[config.mk]
export PLATFORM = sky130hd
export DESIGN_NAME = sparse_mul
export DESIGN_NICKNAME = d
export VERILOG_FILES = /design/src/rtl/sparse_mul_pkg.sv /design/src/rtl/sm_swap_stage.sv /design/src/rtl/sm_pos_analyzer.sv /design/src/rtl/sm_add_stage.sv /design/src/rtl/sparse_mul.sv
export SDC_FILE = /design/constraint.sdc
export NUM_CORES = 1
export LEC_CHECK = 0
export ABC_AREA = 1
export BUFFER_PORTS_ARGS = -buffer_cell sky130_fd_sc_hd__buf_2
export CAP_MARGIN = 0
export CORE_UTILIZATION = 57
export CTS_CLUSTER_DIAMETER = 150
export DETAILED_ROUTE_END_ITERATION = 10
export PLACE_DENSITY = 0.81
export SYNTH_ARGS = -nofsm -noshare
export SYNTH_HDL_FRONTEND = slang
export SYNTH_SLANG_ARGS = --single-unit
[constraint.sdc]
create_clock -name clk -period 4.2 [get_ports clk]
set_input_delay 0.63 -clock clk [delete_from_list [all_inputs] [get_ports clk]]
set_output_delay 0.63 -clock clk [all_outputs]
set_load 0.02 [all_outputs]
[src/rtl/sparse_mul_pkg.sv]
package sparse_mul_pkg;
  // Number of set bits the datapath can expand into shifted terms.
  localparam int SM_TERMS   = 3;
  // Swap stage, analysis stage, then one stage per term.
  localparam int SM_LATENCY = 2 + SM_TERMS;
endpackage

[src/rtl/sm_swap_stage.sv]
module sm_swap_stage
  import sparse_mul_pkg::*;
#(
  parameter int OP_W = 8
) (
  input  logic            clk,
  input  logic            rst_n,
  input  logic            a_valid,
  input  logic [OP_W-1:0] a_mcand,
  input  logic [OP_W-1:0] a_mplr,
  output logic            z_valid,
  output logic [OP_W-1:0] z_mcand,
  output logic [OP_W-1:0] z_mplr,
  output logic            z_unsup
);
  localparam int CNT_W = $clog2(OP_W + 1);

  logic [CNT_W-1:0] ones_mcand, ones_mplr, ones_min;
  logic             swap;
  logic [OP_W-1:0]  mcand_d, mplr_d;
  logic             unsup_d;

  always_comb begin
    ones_mcand = '0;
    ones_mplr  = '0;
    for (int i = 0; i < OP_W; i++) begin
      ones_mcand = ones_mcand + CNT_W'(a_mcand[i]);
      ones_mplr  = ones_mplr  + CNT_W'(a_mplr[i]);
    end
    swap     = ones_mcand < ones_mplr;
    ones_min = swap ? ones_mcand : ones_mplr;
    mplr_d   = swap ? a_mcand : a_mplr;
    mcand_d  = swap ? a_mplr  : a_mcand;
    unsup_d  = ones_min > CNT_W'(SM_TERMS);
  end

  always_ff @(posedge clk or negedge rst_n) begin
    if (!rst_n) begin
      z_valid <= 1'b0;
      z_mcand <= '0;
      z_mplr  <= '0;
      z_unsup <= 1'b0;
    end else begin
      z_valid <= a_valid;
      if (a_valid) begin
        z_mcand <= mcand_d;
        z_mplr  <= mplr_d;
        z_unsup <= unsup_d;
      end
    end
  end

  AST_SPARSER_DRIVES: assert property (@(posedge clk) disable iff (!rst_n)
    z_valid |-> ($countones(z_mplr) <= $countones(z_mcand)));

endmodule

[src/rtl/sm_pos_analyzer.sv]
module sm_pos_analyzer
  import sparse_mul_pkg::*;
#(
  parameter int OP_W = 8
) (
  input  logic                           clk,
  input  logic                           rst_n,
  input  logic                           a_valid,
  input  logic [OP_W-1:0]                a_mcand,
  input  logic [OP_W-1:0]                a_mplr,
  input  logic                           a_unsup,
  output logic                           z_valid,
  output logic [OP_W-1:0]                z_mcand,
  output logic [SM_TERMS-1:0][$clog2(OP_W)-1:0] z_pos,
  output logic [SM_TERMS-1:0]            z_pos_vld,
  output logic                           z_unsup
);
  localparam int POS_W  = $clog2(OP_W);
  localparam int SLOT_W = $clog2(SM_TERMS + 1);

  logic [SM_TERMS-1:0][POS_W-1:0] pos_d;
  logic [SM_TERMS-1:0]            vld_d;
  logic [SLOT_W-1:0]              slot;

  always_comb begin
    pos_d = '0;
    vld_d = '0;
    slot  = '0;
    for (int i = 0; i < OP_W; i++) begin
      if (a_mplr[i] && (slot < SLOT_W'(SM_TERMS))) begin
        pos_d[slot] = POS_W'(i);
        vld_d[slot] = 1'b1;
        slot        = slot + 1'b1;
      end
    end
    if (a_unsup) begin
      vld_d = '0;
    end
  end

  always_ff @(posedge clk or negedge rst_n) begin
    if (!rst_n) begin
      z_valid   <= 1'b0;
      z_mcand   <= '0;
      z_pos     <= '0;
      z_pos_vld <= '0;
      z_unsup   <= 1'b0;
    end else begin
      z_valid <= a_valid;
      if (a_valid) begin
        z_mcand   <= a_mcand;
        z_pos     <= pos_d;
        z_pos_vld <= vld_d;
        z_unsup   <= a_unsup;
      end
    end
  end

  AST_SLOTS_FILL_LOW: assert property (@(posedge clk) disable iff (!rst_n)
    z_valid |-> ((!z_pos_vld[1] || z_pos_vld[0]) && (!z_pos_vld[2] || z_pos_vld[1])));

  AST_NO_SLOT_WHEN_UNSUP: assert property (@(posedge clk) disable iff (!rst_n)
    (z_valid && z_unsup) |-> (z_pos_vld == '0));

endmodule

[src/rtl/sm_add_stage.sv]
module sm_add_stage
  import sparse_mul_pkg::*;
#(
  parameter int OP_W = 8,
  parameter int IDX  = 0
) (
  input  logic                           clk,
  input  logic                           rst_n,
  input  logic                           a_valid,
  input  logic [2*OP_W-1:0]              a_acc,
  input  logic [OP_W-1:0]                a_mcand,
  input  logic [SM_TERMS-1:0][$clog2(OP_W)-1:0] a_pos,
  input  logic [SM_TERMS-1:0]            a_pos_vld,
  input  logic                           a_unsup,
  output logic                           z_valid,
  output logic [2*OP_W-1:0]              z_acc,
  output logic [OP_W-1:0]                z_mcand,
  output logic [SM_TERMS-1:0][$clog2(OP_W)-1:0] z_pos,
  output logic [SM_TERMS-1:0]            z_pos_vld,
  output logic                           z_unsup
);
  localparam int PROD_W = 2 * OP_W;

  logic [PROD_W-1:0] term, acc_d;

  always_comb begin
    term  = a_pos_vld[IDX] ? (PROD_W'(a_mcand) << a_pos[IDX]) : '0;
    acc_d = a_acc + term;
  end

  always_ff @(posedge clk or negedge rst_n) begin
    if (!rst_n) begin
      z_valid   <= 1'b0;
      z_acc     <= '0;
      z_mcand   <= '0;
      z_pos     <= '0;
      z_pos_vld <= '0;
      z_unsup   <= 1'b0;
    end else begin
      z_valid <= a_valid;
      if (a_valid) begin
        z_acc     <= acc_d;
        z_mcand   <= a_mcand;
        z_pos     <= a_pos;
        z_pos_vld <= a_pos_vld;
        z_unsup   <= a_unsup;
      end
    end
  end

endmodule

[src/rtl/sparse_mul.sv]
module sparse_mul
  import sparse_mul_pkg::*;
#(
  parameter int OP_W = 8
) (
  input  logic              clk,
  input  logic              rst_n,
  input  logic              in_valid,
  input  logic [OP_W-1:0]   in_mcand,
  input  logic [OP_W-1:0]   in_mplr,
  output logic              out_valid,
  output logic [2*OP_W-1:0] out_prod,
  output logic              out_unsup
);
  localparam int POS_W  = $clog2(OP_W);
  localparam int PROD_W = 2 * OP_W;

  logic            sw_valid, sw_unsup;
  logic [OP_W-1:0] sw_mcand, sw_mplr;

  logic                           c_valid   [SM_TERMS+1];
  logic [PROD_W-1:0]              c_acc     [SM_TERMS+1];
  logic [OP_W-1:0]                c_mcand   [SM_TERMS+1];
  logic [SM_TERMS-1:0][POS_W-1:0] c_pos     [SM_TERMS+1];
  logic [SM_TERMS-1:0]            c_pos_vld [SM_TERMS+1];
  logic                           c_unsup   [SM_TERMS+1];

  sm_swap_stage #(.OP_W(OP_W)) swap_i (
    .clk(clk), .rst_n(rst_n),
    .a_valid(in_valid), .a_mcand(in_mcand), .a_mplr(in_mplr),
    .z_valid(sw_valid), .z_mcand(sw_mcand), .z_mplr(sw_mplr), .z_unsup(sw_unsup)
  );

  sm_pos_analyzer #(.OP_W(OP_W)) ana_i (
    .clk(clk), .rst_n(rst_n),
    .a_valid(sw_valid), .a_mcand(sw_mcand), .a_mplr(sw_mplr), .a_unsup(sw_unsup),
    .z_valid(c_valid[0]), .z_mcand(c_mcand[0]), .z_pos(c_pos[0]),
    .z_pos_vld(c_pos_vld[0]), .z_unsup(c_unsup[0])
  );

  assign c_acc[0] = '0;

  for (genvar k = 0; k < SM_TERMS; k++) begin : g_add
    sm_add_stage #(.OP_W(OP_W), .IDX(k)) add_i (
      .clk(clk), .rst_n(rst_n),
      .a_valid(c_valid[k]), .a_acc(c_acc[k]), .a_mcand(c_mcand[k]),
      .a_pos(c_pos[k]), .a_pos_vld(c_pos_vld[k]), .a_unsup(c_unsup[k]),
      .z_valid(c_valid[k+1]), .z_acc(c_acc[k+1]), .z_mcand(c_mcand[k+1]),
      .z_pos(c_pos[k+1]), .z_pos_vld(c_pos_vld[k+1]), .z_unsup(c_unsup[k+1])
    );
  end

  assign out_valid = c_valid[SM_TERMS];
  assign out_prod  = c_acc[SM_TERMS];
  assign out_unsup = c_unsup[SM_TERMS] && c_valid[SM_TERMS];

  // Checker state: input history since reset, for latency and zero-operand checks.
  logic [2:0]            since_q;
  logic [SM_LATENCY-1:0] hist_vld_q, hist_zero_q;

  always_ff @(posedge clk or negedge rst_n) begin
    if (!rst_n) begin
      since_q     <= '0;
      hist_vld_q  <= '0;
      hist_zero_q <= '0;
    end else begin
      since_q     <= (since_q == 3'(SM_LATENCY)) ? since_q : since_q + 3'd1;
      hist_vld_q  <= {hist_vld_q[SM_LATENCY-2:0], in_valid};
      hist_zero_q <= {hist_zero_q[SM_LATENCY-2:0],
                      in_valid && ((in_mcand == '0) || (in_mplr == '0))};
    end
  end

  AST_FIXED_LATENCY: assert property (@(posedge clk) disable iff (!rst_n)
    (since_q == 3'(SM_LATENCY)) |-> (out_valid == hist_vld_q[SM_LATENCY-1]));

  AST_ZERO_OPERAND: assert property (@(posedge clk) disable iff (!rst_n)
    (out_valid && hist_zero_q[SM_LATENCY-1]) |-> (out_prod == '0 && !out_unsup));

  AST_UNSUP_ZERO_PROD: assert property (@(posedge clk) disable iff (!rst_n)
    out_unsup |-> (out_prod == '0));

  AST_FLAG_NEEDS_VALID: assert property (@(posedge clk) disable iff (!rst_n)
    out_unsup |-> out_valid);

  AST_PROD_BOUND: assert property (@(posedge clk) disable iff (!rst_n)
    out_valid |-> (out_prod <= (PROD_W'(c_mcand[SM_TERMS]) << OP_W)));

  AST_SLOT_ORDER: assert property (@(posedge clk) disable iff (!rst_n)
    (out_valid && c_pos_vld[SM_TERMS][1]) |->
      (c_pos[SM_TERMS][1] > c_pos[SM_TERMS][0]));

endmodule

==> results of run 1 <==
==> layout make-up <==
| type | count | area, um2 |
|---|---|---|
| well taps | 180 | 225 |
| inverters | 133 | 504 |
| multi-input cells | 758 | 4490 |
| fillers | 1151 | 4630 |
| flip-flops and latches | 121 | 3030 |
| clock buffers | 17 | 425 |
| repair buffers | 64 | 404 |
| clock inverters | 15 | 179 |
==> where the power goes <==
part,switching [mW],leakage (nW),internal [mW]
logic,3.24,2.86,2.11
clock network,0.547,0.285,0.931
registers,0.348,1.52,1.57
==> state kept, by name, summed over array words and instances, names as in the netlist <==
signal	flops
ana_i.z_unsup	1
g_add.add_i.z_acc	47
g_add.add_i.z_unsup	3
ana_i.z_pos	9
g_add.add_i.z_mcand	16
swap_i.z_valid	1
g_add.add_i.z_valid	3
swap_i.z_unsup	1
swap_i.z_mcand	8
g_add.add_i.z_pos_vld	3
ana_i.z_mcand	8
ana_i.z_valid	1
g_add.add_i.z_pos	9
swap_i.z_mplr	8
ana_i.z_pos_vld	3
==> layer usage <==
metal / vias up / global-route usage (%) / share of wire, %
li1: 3567 / - / -
met1: 3353 / 32.1 / 42
met2: 195 / 48.3 / 51
met3: 48 / 4.98 / 3.7
met4: 0 / 11.3 / 3.4
met5: - / 0 / 0
==> per-stage QoR <==
step                      instance area [um2]  TNS (ps)  cells  worst slack (ps)  hold slack [ps]
after global placement                   8390         0   1244              36.2              453
after detailed placement                 8390     -1720   1244              -203              459
final                                    9250         0   1288              97.2              341
after floorplan                          8130         0   1065              7.32              334
after CTS                                9050         0   1278              6.96              397
after global routing                     9250     -1030   1288              -163              440
==> cell usage in the layout, fill, tap and decap left out, drive strengths merged, types with 2 or more instances in the layout <==
cell type,n
a22oi,2
buf,64
xnor2,8
bufinv,3
nor2,86
nand4,8
xor2,6
a21o,3
ha,59
a21oi,42
clkinv,11
clkbuf,17
nand2,275
nand3,57
inv,130
nand3b,4
a31oi,19
mux2i,6
clkinvlp,4
or2,4
o21bai,4
fa,11
o31ai,2
o21ai,119
dfrtp,121
o22ai,22
nor3,8
o221ai,8
==> kinds of logic after synthesis <==
kind of cell / count (synthesis) / synth area share (%)
flip-flops: 121 / 37.2
multiplexers: 6 / 0.739
AO/OA/AOI/OAI: 226 / 15.9
adder cells (fa/ha/maj): 70 / 11.8
XOR/XNOR: 14 / 1.51
buffers and inverters: 186 / 9.45
AND/OR/NAND/NOR: 442 / 23.3
==> critical path, delay by kind of cell, from the launching register on <==
family / cells / cell delay [ps]
flops: 1 / 420
simple gates: 19 / 2020
fa+ha+maj: 5 / 940
buf+inv: 9 / 690
==> what timing repair did <==
item | 4_1_cts | 5_1_grt
gates resized for setup | 14 | 30
setup endpoints to repair | 12 | 12
pin swaps | 3 | 10
setup buffers | 2 | 10
==> worst max path at each step <==
stage,startpoint,end,slack [ps],depth (start not counted)
global placement,swap_i.z_mplr[1],ana_i.z_pos_vld[0],40,33
finish,swap_i.z_mplr[0],ana_i.z_pos_vld[2],100,33
global route,swap_i.z_mplr[0],ana_i.z_pos[2],-160,33
detailed placement,swap_i.z_mplr[1],ana_i.z_pos_vld[0],-200,32
floorplan,swap_i.z_mplr[0],ana_i.z_pos_vld[0],7,33
CTS,swap_i.z_mplr[0],ana_i.z_pos_vld[2],7,35
==> summary.md, run 1 <==
| Metric | Value |
|---|---|
| Cell area power density | `945 nW/um2` |
| Post-route ant nets | `0` |
| Vias | `7163` |
| Die H | `121 um` |
| Final #Nets | `1184` |
| Async set or reset register ratio after synthesis | `100%` |
| Drt total wl | `19.1 mm` |
| Reg2reg path depth | `33` |
| Most used cell, CP | `inv_2` |
| Post-synth top cells | `nand2_1, inv_1, dfrtp_1` |
| Skew final | `7.76 ps` |
| Final Hold Viols | `0` |
| Max Fclk | `244 MHz` |
| Post-synthesis sequential element count | `121` |
| DRT iter0 DRCs | `429` |
| P&R area growth vs syn | `13.8%` |
| H-tree level count | `4` |
| CTS Buf Count | `17` |
| Most common cell in the netlist | `nand2_1` |
| Overall power | `8.75 mW` |
| # DRC | `0` |
| Port bufs | `36` |
| CP Launch Type | `register` |
| Worst r2r src | `swap_i.z_mplr[0]` |
| Critical path data arrival time | `4460 ps` |
| CTS clock-pin slew for the worst setup and hold paths | `60 ps` |
| Largest net degree at the start of global routing | `76` |
| Fin. max-slew vios | `0` |
| Post-detail-place hpwl | `14.1 mm` |
| Layout cells sized above 1 | `14.4%` |
| Clock tree buffer depth | `2` |
| Final Cycle Share | `97.7%` |
| Slowest stage delay, CP | `420 ps` |
| Syn Nets | `1154` |
| Hold WC Path Type | `input port to asynchronous set/reset pin` |
| Antenna violations before repair | `0` |
| DRT Pass-1 Iters | `5` |
| Gate Count Post-Synth | `1065` |
| Netlist Area Pre-Place | `8130 um2` |
| Routed WL per cell | `14.8 um` |
| Maximum vdd ir drop | `1.52 mV` |
| Starting Density | `58.6%` |
| Post-synth cell types | `46` |
| CP max FO | `6` |
| Max-slew headroom | `37.8%` |
| Vias per Instance | `5.56` |
| Top cells by area, synth | `dfrtp_1, nand2_1, ha_1` |
| Hold_buf cts | `0` |
| Synth Warn # | `0` |
| Setup violations, final | `0` |
| Prevailing post-synth register cell | `dfrtp_1` |
| # diodes | `0` |
| Sequential share of the synthesized area | `37.2%` |
| GR Util All Layers | `27.2%` |
| Status | `finished, final reports clean` |
| Slowest CP cell | `dfrtp_1` |
| Leading area contributor after synthesis | `dfrtp_1` |
| MaxCap Viol Count | `0` |
| CTS tree | `yes` |
| CORE AREA | `13900 um2` |
| Top-Level Pins | `37` |
| Minimum clock period | `4100 ps` |
| Worst skew pair latency | `420 ps` |
| Syn avg cell area | `7.63 um2` |
| Worst R2R End | `ana_i.z_pos_vld[2]` |
| R2R setup slack | `100 ps` |
| Clock sinks | `121` |
| Global-route wire length before repair | `31.3 mm` |
| # rows | `43` |
| Post-synth EDFFs | `0` |
| Die width | `121 um` |
| Slew @ Worst Pin | `934 ps` |
| Leakage | `4.66 nW` |
| Die ar. | `14700 um2` |
| CP Data Required Time | `4560 ps` |
| Finished Core Util | `66.7%` |
| Clk root buf | `clkbuf_16` |
| Gpl congestion | `0.931` |
| Setup Crit Path Kind | `register to register` |
| Area share of the largest cell type after synthesis | `37.2%` |
| Total gr overflow | `0` |
| Number of global-route vias before repair | `6856` |
| Critical Path End Type | `register` |
Note: power is estimated with default switching activity, not from simulation.
==> run 2: changes to the inputs <==
--- a/config.mk
+++ b/config.mk
@@ -6,11 +6,11 @@
 export NUM_CORES = 1
 export LEC_CHECK = 0
 export ABC_AREA = 1
-export BUFFER_PORTS_ARGS = -buffer_cell sky130_fd_sc_hd__buf_2
 export CAP_MARGIN = 0
-export CORE_UTILIZATION = 57
+export CORE_UTILIZATION = 59
 export CTS_CLUSTER_DIAMETER = 150
 export DETAILED_ROUTE_END_ITERATION = 10
+export DONT_BUFFER_PORTS = 1
 export PLACE_DENSITY = 0.81
 export SYNTH_ARGS = -nofsm -noshare
 export SYNTH_HDL_FRONTEND = slang
==> run 2 against run 1 <==
  * Via count down 2.8%
  * Critical path depth down 7
  * Die area down 3.3%
  * Total power down 2.9%
  * Clock skew up 8.5 ps
  * Non-clock buffer count down 34
  * Global-route usage up 0.10 points
  * Largest cell class unchanged
  * Highest routed layer unchanged
==> summary.md, run 2 (synthesized netlist as in run 1, its figures left out) <==
| Metric | Value |
|---|---|
| Reg2reg path depth | `26` |
| Post-detail-place hpwl | `13.5 mm` |
| Die width | `119 um` |
| Largest net degree at the start of global routing | `122` |
| Starting Density | `60.9%` |
| Commonest non-fill, non-tap cell in the layout | `nand2_1` |
| Routed WL per cell | `15.0 um` |
| Number of global-route vias before repair | `6873` |
| Hold WC Path Type | `input port to asynchronous set/reset pin` |
| Total gr overflow | `0` |
| Max-slew headroom | `52.5%` |
| # DRC | `0` |
| DRT iter0 DRCs | `440` |
| Largest register by flop count | `g_add.add_i.z_acc` |
| MaxCap Viol Count | `0` |
| GR Util All Layers | `27.3%` |
| # diodes | `0` |
| Gpl congestion | `0.952` |
| Port bufs | `0` |
| Die H | `119 um` |
| Leakage | `4.51 nW` |
| Top flop regs | `g_add.add_i.z_acc: 47 flops, g_add.add_i.z_mcand: 16 flops` |
| Clock sinks | `121` |
| Clock tree buffer depth | `2` |
| Maximum vdd ir drop | `1.64 mV` |
| Max FFs per register | `47` |
| Clk root buf | `clkbuf_16` |
| Die ar. | `14300 um2` |
| Fin area | `9070 um2` |
| Skew final | `16.2 ps` |
| CP Data Required Time | `4520 ps` |
| Critical Path End Type | `register` |
| Status | `finished, final reports clean` |
| Cell area power density | `937 nW/um2` |
| Minimum clock period | `4080 ps` |
| Antenna violations before repair | `0` |
| Layout cells sized above 1 | `11.5%` |
| DRT Pass-1 Iters | `5` |
| CTS tree | `yes` |
| CP max FO | `5` |
| CORE AREA | `13300 um2` |
| Worst R2R End | `ana_i.z_pos_vld[1]` |
| CP Launch Type | `register` |
| Setup violations, final | `0` |
| Critical path data arrival time | `4390 ps` |
| Worst skew pair latency | `430 ps` |
| Fin. max-slew vios | `0` |
| Final TNS setup | `0 ps` |
| Final #Nets | `1150` |
| Slew @ Worst Pin | `708 ps` |
| Setup Crit Path Kind | `register to register` |
| Most frequent cells in the layout | `nand2_1, dfrtp_1, inv_1, o21ai_0, nor2_1` |
| P&R area growth vs syn | `11.6%` |
| CTS clock-pin slew for the worst setup and hold paths | `60 ps` |
| Crit path launch | `swap_i.z_mplr[1]` |
| Final Cycle Share | `97.1%` |
| Drt total wl | `18.7 mm` |
| DP Area | `8180 um2` |
| R2R setup slack | `120 ps` |
| Final Hold Viols | `0` |
| H-tree level count | `4` |
| Vias | `6961` |
| Setup crit end | `ana_i.z_pos_vld[1]` |
| Vias per Instance | `5.57` |
| Post-route ant nets | `0` |
| CTS Buf Count | `17` |
| Max Fclk | `245 MHz` |
| Global-route wire length before repair | `31.0 mm` |
| Fillers | `1089` |
| Top-Level Pins | `37` |
| Worst r2r src | `swap_i.z_mplr[1]` |
| # rows | `42` |
==> run 2: changes by cell type in the layout (fill, tap and decap cells not counted), sizes merged <==
cell,delta
clkinvlp,+1
buf,-34
bufinv,-1
clkbuf,+2
clkinv,-2
==> run 2: worst min-delay path by stage <==
stage,start,end,slack [ps],depth (start not counted)
after floorplan,rst_n,ana_i.z_mcand[0],330,0
after global placement,rst_n,g_add[1].add_i.z_unsup,340,0
after detailed placement,rst_n,g_add[1].add_i.z_pos[6],340,0
after CTS,rst_n,g_add[1].add_i.z_acc[1],190,1
after global routing,rst_n,g_add[2].add_i.z_acc[0],210,1
final,rst_n,g_add[1].add_i.z_mcand[3],100,1
==> run 2: metal layers <==
metal,GRT usage [%],wire length (um),share of wire [%]
met1,31.8,7830,42
met2,48.3,9670,52
met3,5.80,799,4.3
met4,11.9,420,2.2
met5,0,0,0
==> run 2: power by group <==
part / total [mW] / switching, mW / internal [mW]
combinational: 5.09 / 3.10 / 2.00
sequential: 1.98 / 0.405 / 1.57
clock: 1.42 / 0.529 / 0.894
==> run 2: layout make-up <==
cell class                      count  area, um2  share of cell area (%)
Clock buffer                       19        453                    4.99
Clock inverter                     13        128                    1.41
Inverter                          133        507                    5.59
Multi-Input combinational cell    758       4480                    49.4
Sequential cell                   121       3030                    33.4
Tap cell                          176        220                    2.43
Timing Repair Buffer               30        249                    2.75
==> run 2: repair_timing <==
item                                    CTS  global route
hold endpoints to repair                121             0
hold buffers                              1             0
resized for setup                        13            26
pin swaps                                 2             9
endpoints found under the setup margin   12            12
buffers inserted                          4            12
==> run 2: stage by stage <==
stage / hold slack, ps / util, % / instances / setup slack, ps / power (mW)
3_5_place_dp: 342 / 61.3 / 1201 / -316 / 5.93
4_1_cts: 191 / 66.4 / 1238 / 13.8 / 7.68
5_1_grt: 208 / 67.9 / 1250 / -38.8 / 9.11
6_report: 97.7 / 67.9 / 1250 / 124 / 8.50
3_3_place_gp: 343 / 61.3 / 1201 / -33.2 / 5.80
2_1_floorplan: 334 / - / 1065 / 7.32 / 5.10
==> run 2: worst max-delay path: stages, from the launching register on <==
cell	delay (ps)
dfrtp_1	420
buf_4	160
fa_2	670
inv_4	70
ha_4	270
nand2_2	60
nand2_2	80
inv_1	60
ha_1	180
inv_2	70
nand2_4	70
inv_4	80
nand3_4	100
nand2_4	100
inv_2	60
ha_4	160
nor2_4	150
buf_6	130
nand2_4	70
nand2_4	90
inv_1	60
ha_1	280
or2_4	260
nand4_2	130
nand2_1	60
nand2_1	60
nand2_1	50
==> run 3: changes to the inputs <==
==> constraint.sdc (replaced) <==
create_clock -name clk -period 4.2 [get_ports clk]
set_input_delay 1.26 -clock clk [delete_from_list [all_inputs] [get_ports clk]]
set_output_delay 1.26 -clock clk [all_outputs]
set_load 0.02 [all_outputs]
==> run 3 against run 2 <==
  * Sequential power increased by 2%
  * Die area unchanged
  * Cell area increased by 2.2%
  * Register-to-register slack improved by 50 ps
  * Wire length increased by 2.0%
  * Via count increased by 0.13%
  * Cell count decreased by 0.16%
  * Maximum frequency decreased by 2.9%
  * Critical endpoint is now swap_i.z_mplr[0]
==> summary.md, run 3 (synthesized netlist as in run 1, its figures left out) <==
| Metric | Value |
|---|---|
| Maximum vdd ir drop | `1.68 mV` |
| Final Hold Viols | `0` |
| RSZ-0062 raised after global routing | `true` |
| Post-detail-place hpwl | `13.7 mm` |
| CP max FO | `9` |
| Post-route ant nets | `0` |
| CTS clock-pin slew for the worst setup and hold paths | `60 ps` |
| GRT Max-Usage Layer | `met2` |
| Fin Hold WS | `478 ps` |
| DRT iter0 DRCs | `473` |
| GR Util All Layers | `28.4%` |
| # diodes | `0` |
| Overall power | `8.82 mW` |
| Setup violations, final | `0` |
| Total gr overflow | `0` |
| CP Data Required Time | `4500 ps` |
| Most frequent cells in the layout | `nand2_1, dfrtp_1, inv_1, o21ai_0, nor2_1` |
| Number of global-route vias before repair | `6987` |
| Max Fclk | `238 MHz` |
| Met1 Usage GRT | `31.7%` |
| Minimum clock period | `4200 ps` |
| CP Launch Type | `input port` |
| Max-slew headroom | `39.7%` |
| MaxCap Viol Count | `0` |
| Clock tree buffer depth | `2` |
| Vias | `6970` |
| Port bufs | `0` |
| Gpl congestion | `0.934` |
| Fin. max-slew vios | `0` |
| Skew final | `11.4 ps` |
| Finished Layout Cells | `1248` |
| CTS tree | `yes` |
| DRT Pass-1 Iters | `6` |
| Worst skew pair latency | `430 ps` |
| Final TNS setup | `0 ps` |
| Final #Nets | `1149` |
| Layout cells sized above 1 | `13.5%` |
| CTS Buf Count | `17` |
| Drt total wl | `19.1 mm` |
| Final Cycle Share | `100%` |
| Antenna violations before repair | `0` |
| # DRC | `0` |
| Top flop regs | `g_add.add_i.z_acc: 47 flops, g_add.add_i.z_mcand: 16 flops` |
| Largest register by flop count | `g_add.add_i.z_acc` |
| Die width | `119 um` |
| H-tree level count | `4` |
| Top-Level Pins | `37` |
| Min setup slack post-route | `0.491 ps` |
| Routed WL per cell | `15.3 um` |
| Largest net degree at the start of global routing | `122` |
| Status | `finished, final reports clean` |
| Die H | `119 um` |
| Clock sinks | `121` |
| Met2 Track Usage GR | `51.3%` |
| CORE AREA | `13300 um2` |
| Starting Density | `60.9%` |
| Vias per Instance | `5.58` |
| Placed Cells | `1209` |
| Critical Path End Type | `register` |
| # rows | `42` |
| Critical path data arrival time | `4500 ps` |
| Fin area | `9260 um2` |
| Global-route wire length before repair | `31.7 mm` |
| Hold WC Path Type | `register to register` |
| Die ar. | `14300 um2` |
| Cell area power density | `952 nW/um2` |
| Slew @ Worst Pin | `905 ps` |
| Clk root buf | `clkbuf_16` |
| Max FFs per register | `47` |
| Hold_buf cts | `0` |
| Leakage | `4.56 nW` |
| Finished Core Util | `69.4%` |
| Commonest non-fill, non-tap cell in the layout | `nand2_1` |
| Pre-CTS setup slack | `-372 ps` |
| Fillers | `1087` |
| Setup Crit Path Kind | `input port to register` |
| DP Area | `8300 um2` |
| P&R area growth vs syn | `14.0%` |
| Met3 GRT Util | `4.93%` |
run 3: cell types whose count changed in the layout (fill, tap and decap cells not counted), sizes merged:
cell,before,now
buf,30,28
bufinv,2,6
clkinv,9,7
clkinvlp,5,3
run 3: worst paths after layout:
| kind | startpoint | end | slack, ps | cells past startpoint |
|---|---|---|---|---|
| min | ana_i.z_pos[5] | g_add[0].add_i.z_pos[5] | 480 | 2 |
| max | in_mcand[1] | swap_i.z_mplr[0] | 0.5 | 15 |
| max reg2reg | swap_i.z_mplr[0] | ana_i.z_pos_vld[2] | 170 | 36 |
| min in group asynchronous | rst_n | g_add[2].add_i.z_acc[4] | 540 | 0 |
| min reg2reg | ana_i.z_pos[5] | g_add[0].add_i.z_pos[5] | 480 | 2 |
| max in group asynchronous | rst_n | swap_i.z_mplr[0] | 3450 | 0 |
run 3: power by group:
| part | total, mW | switching [mW] | internal (mW) |
|---|---|---|---|
| Sequential | 2.02 | 0.439 | 1.58 |
| Clock | 1.63 | 0.525 | 1.10 |
| Combinational | 5.17 | 3.04 | 2.13 |
run 3: area by class of cell:
cell class,count,area [um2],share of cell area [%]
Inverter,133,504,5.44
Multi-Input combinational cell,758,4570,49.3
Tap cell,176,220,2.38
Sequential cell,121,3030,32.7
Clock inverter,13,226,2.44
Clock buffer,18,429,4.63
Timing Repair Buffer,29,284,3.07
run 3: metal layers:
layer | share of wire (%) | vias up | routed length (um)
met4 | 3.7 | 0 | 700
met2 | 52 | 192 | 9870
met3 | 3.8 | 47 | 734
li1 | - | 3476 | -
met1 | 41 | 3255 | 7790
met5 | 0 | - | 0
run 3: critical path, cell delays in order:
cell and delay, ps:
ha_4 240, inv_2 30, fa_1 470, fa_1 520, fa_2 370, inv_2 70
fa_2 460, ha_4 280, o21ai_1 50, nand2_1 90, a31oi_4 120, buf_12 160
buf_12 120, o21ai_0 160, o22ai_1 90
run 3: what timing repair did:
action / in CTS / in global routing
buffers inserted: 1 / 6
pin swaps: 1 / 18
endpoints found under the setup margin: 12 / 23
gates resized for setup: 11 / 49
cloned: 0 / 1
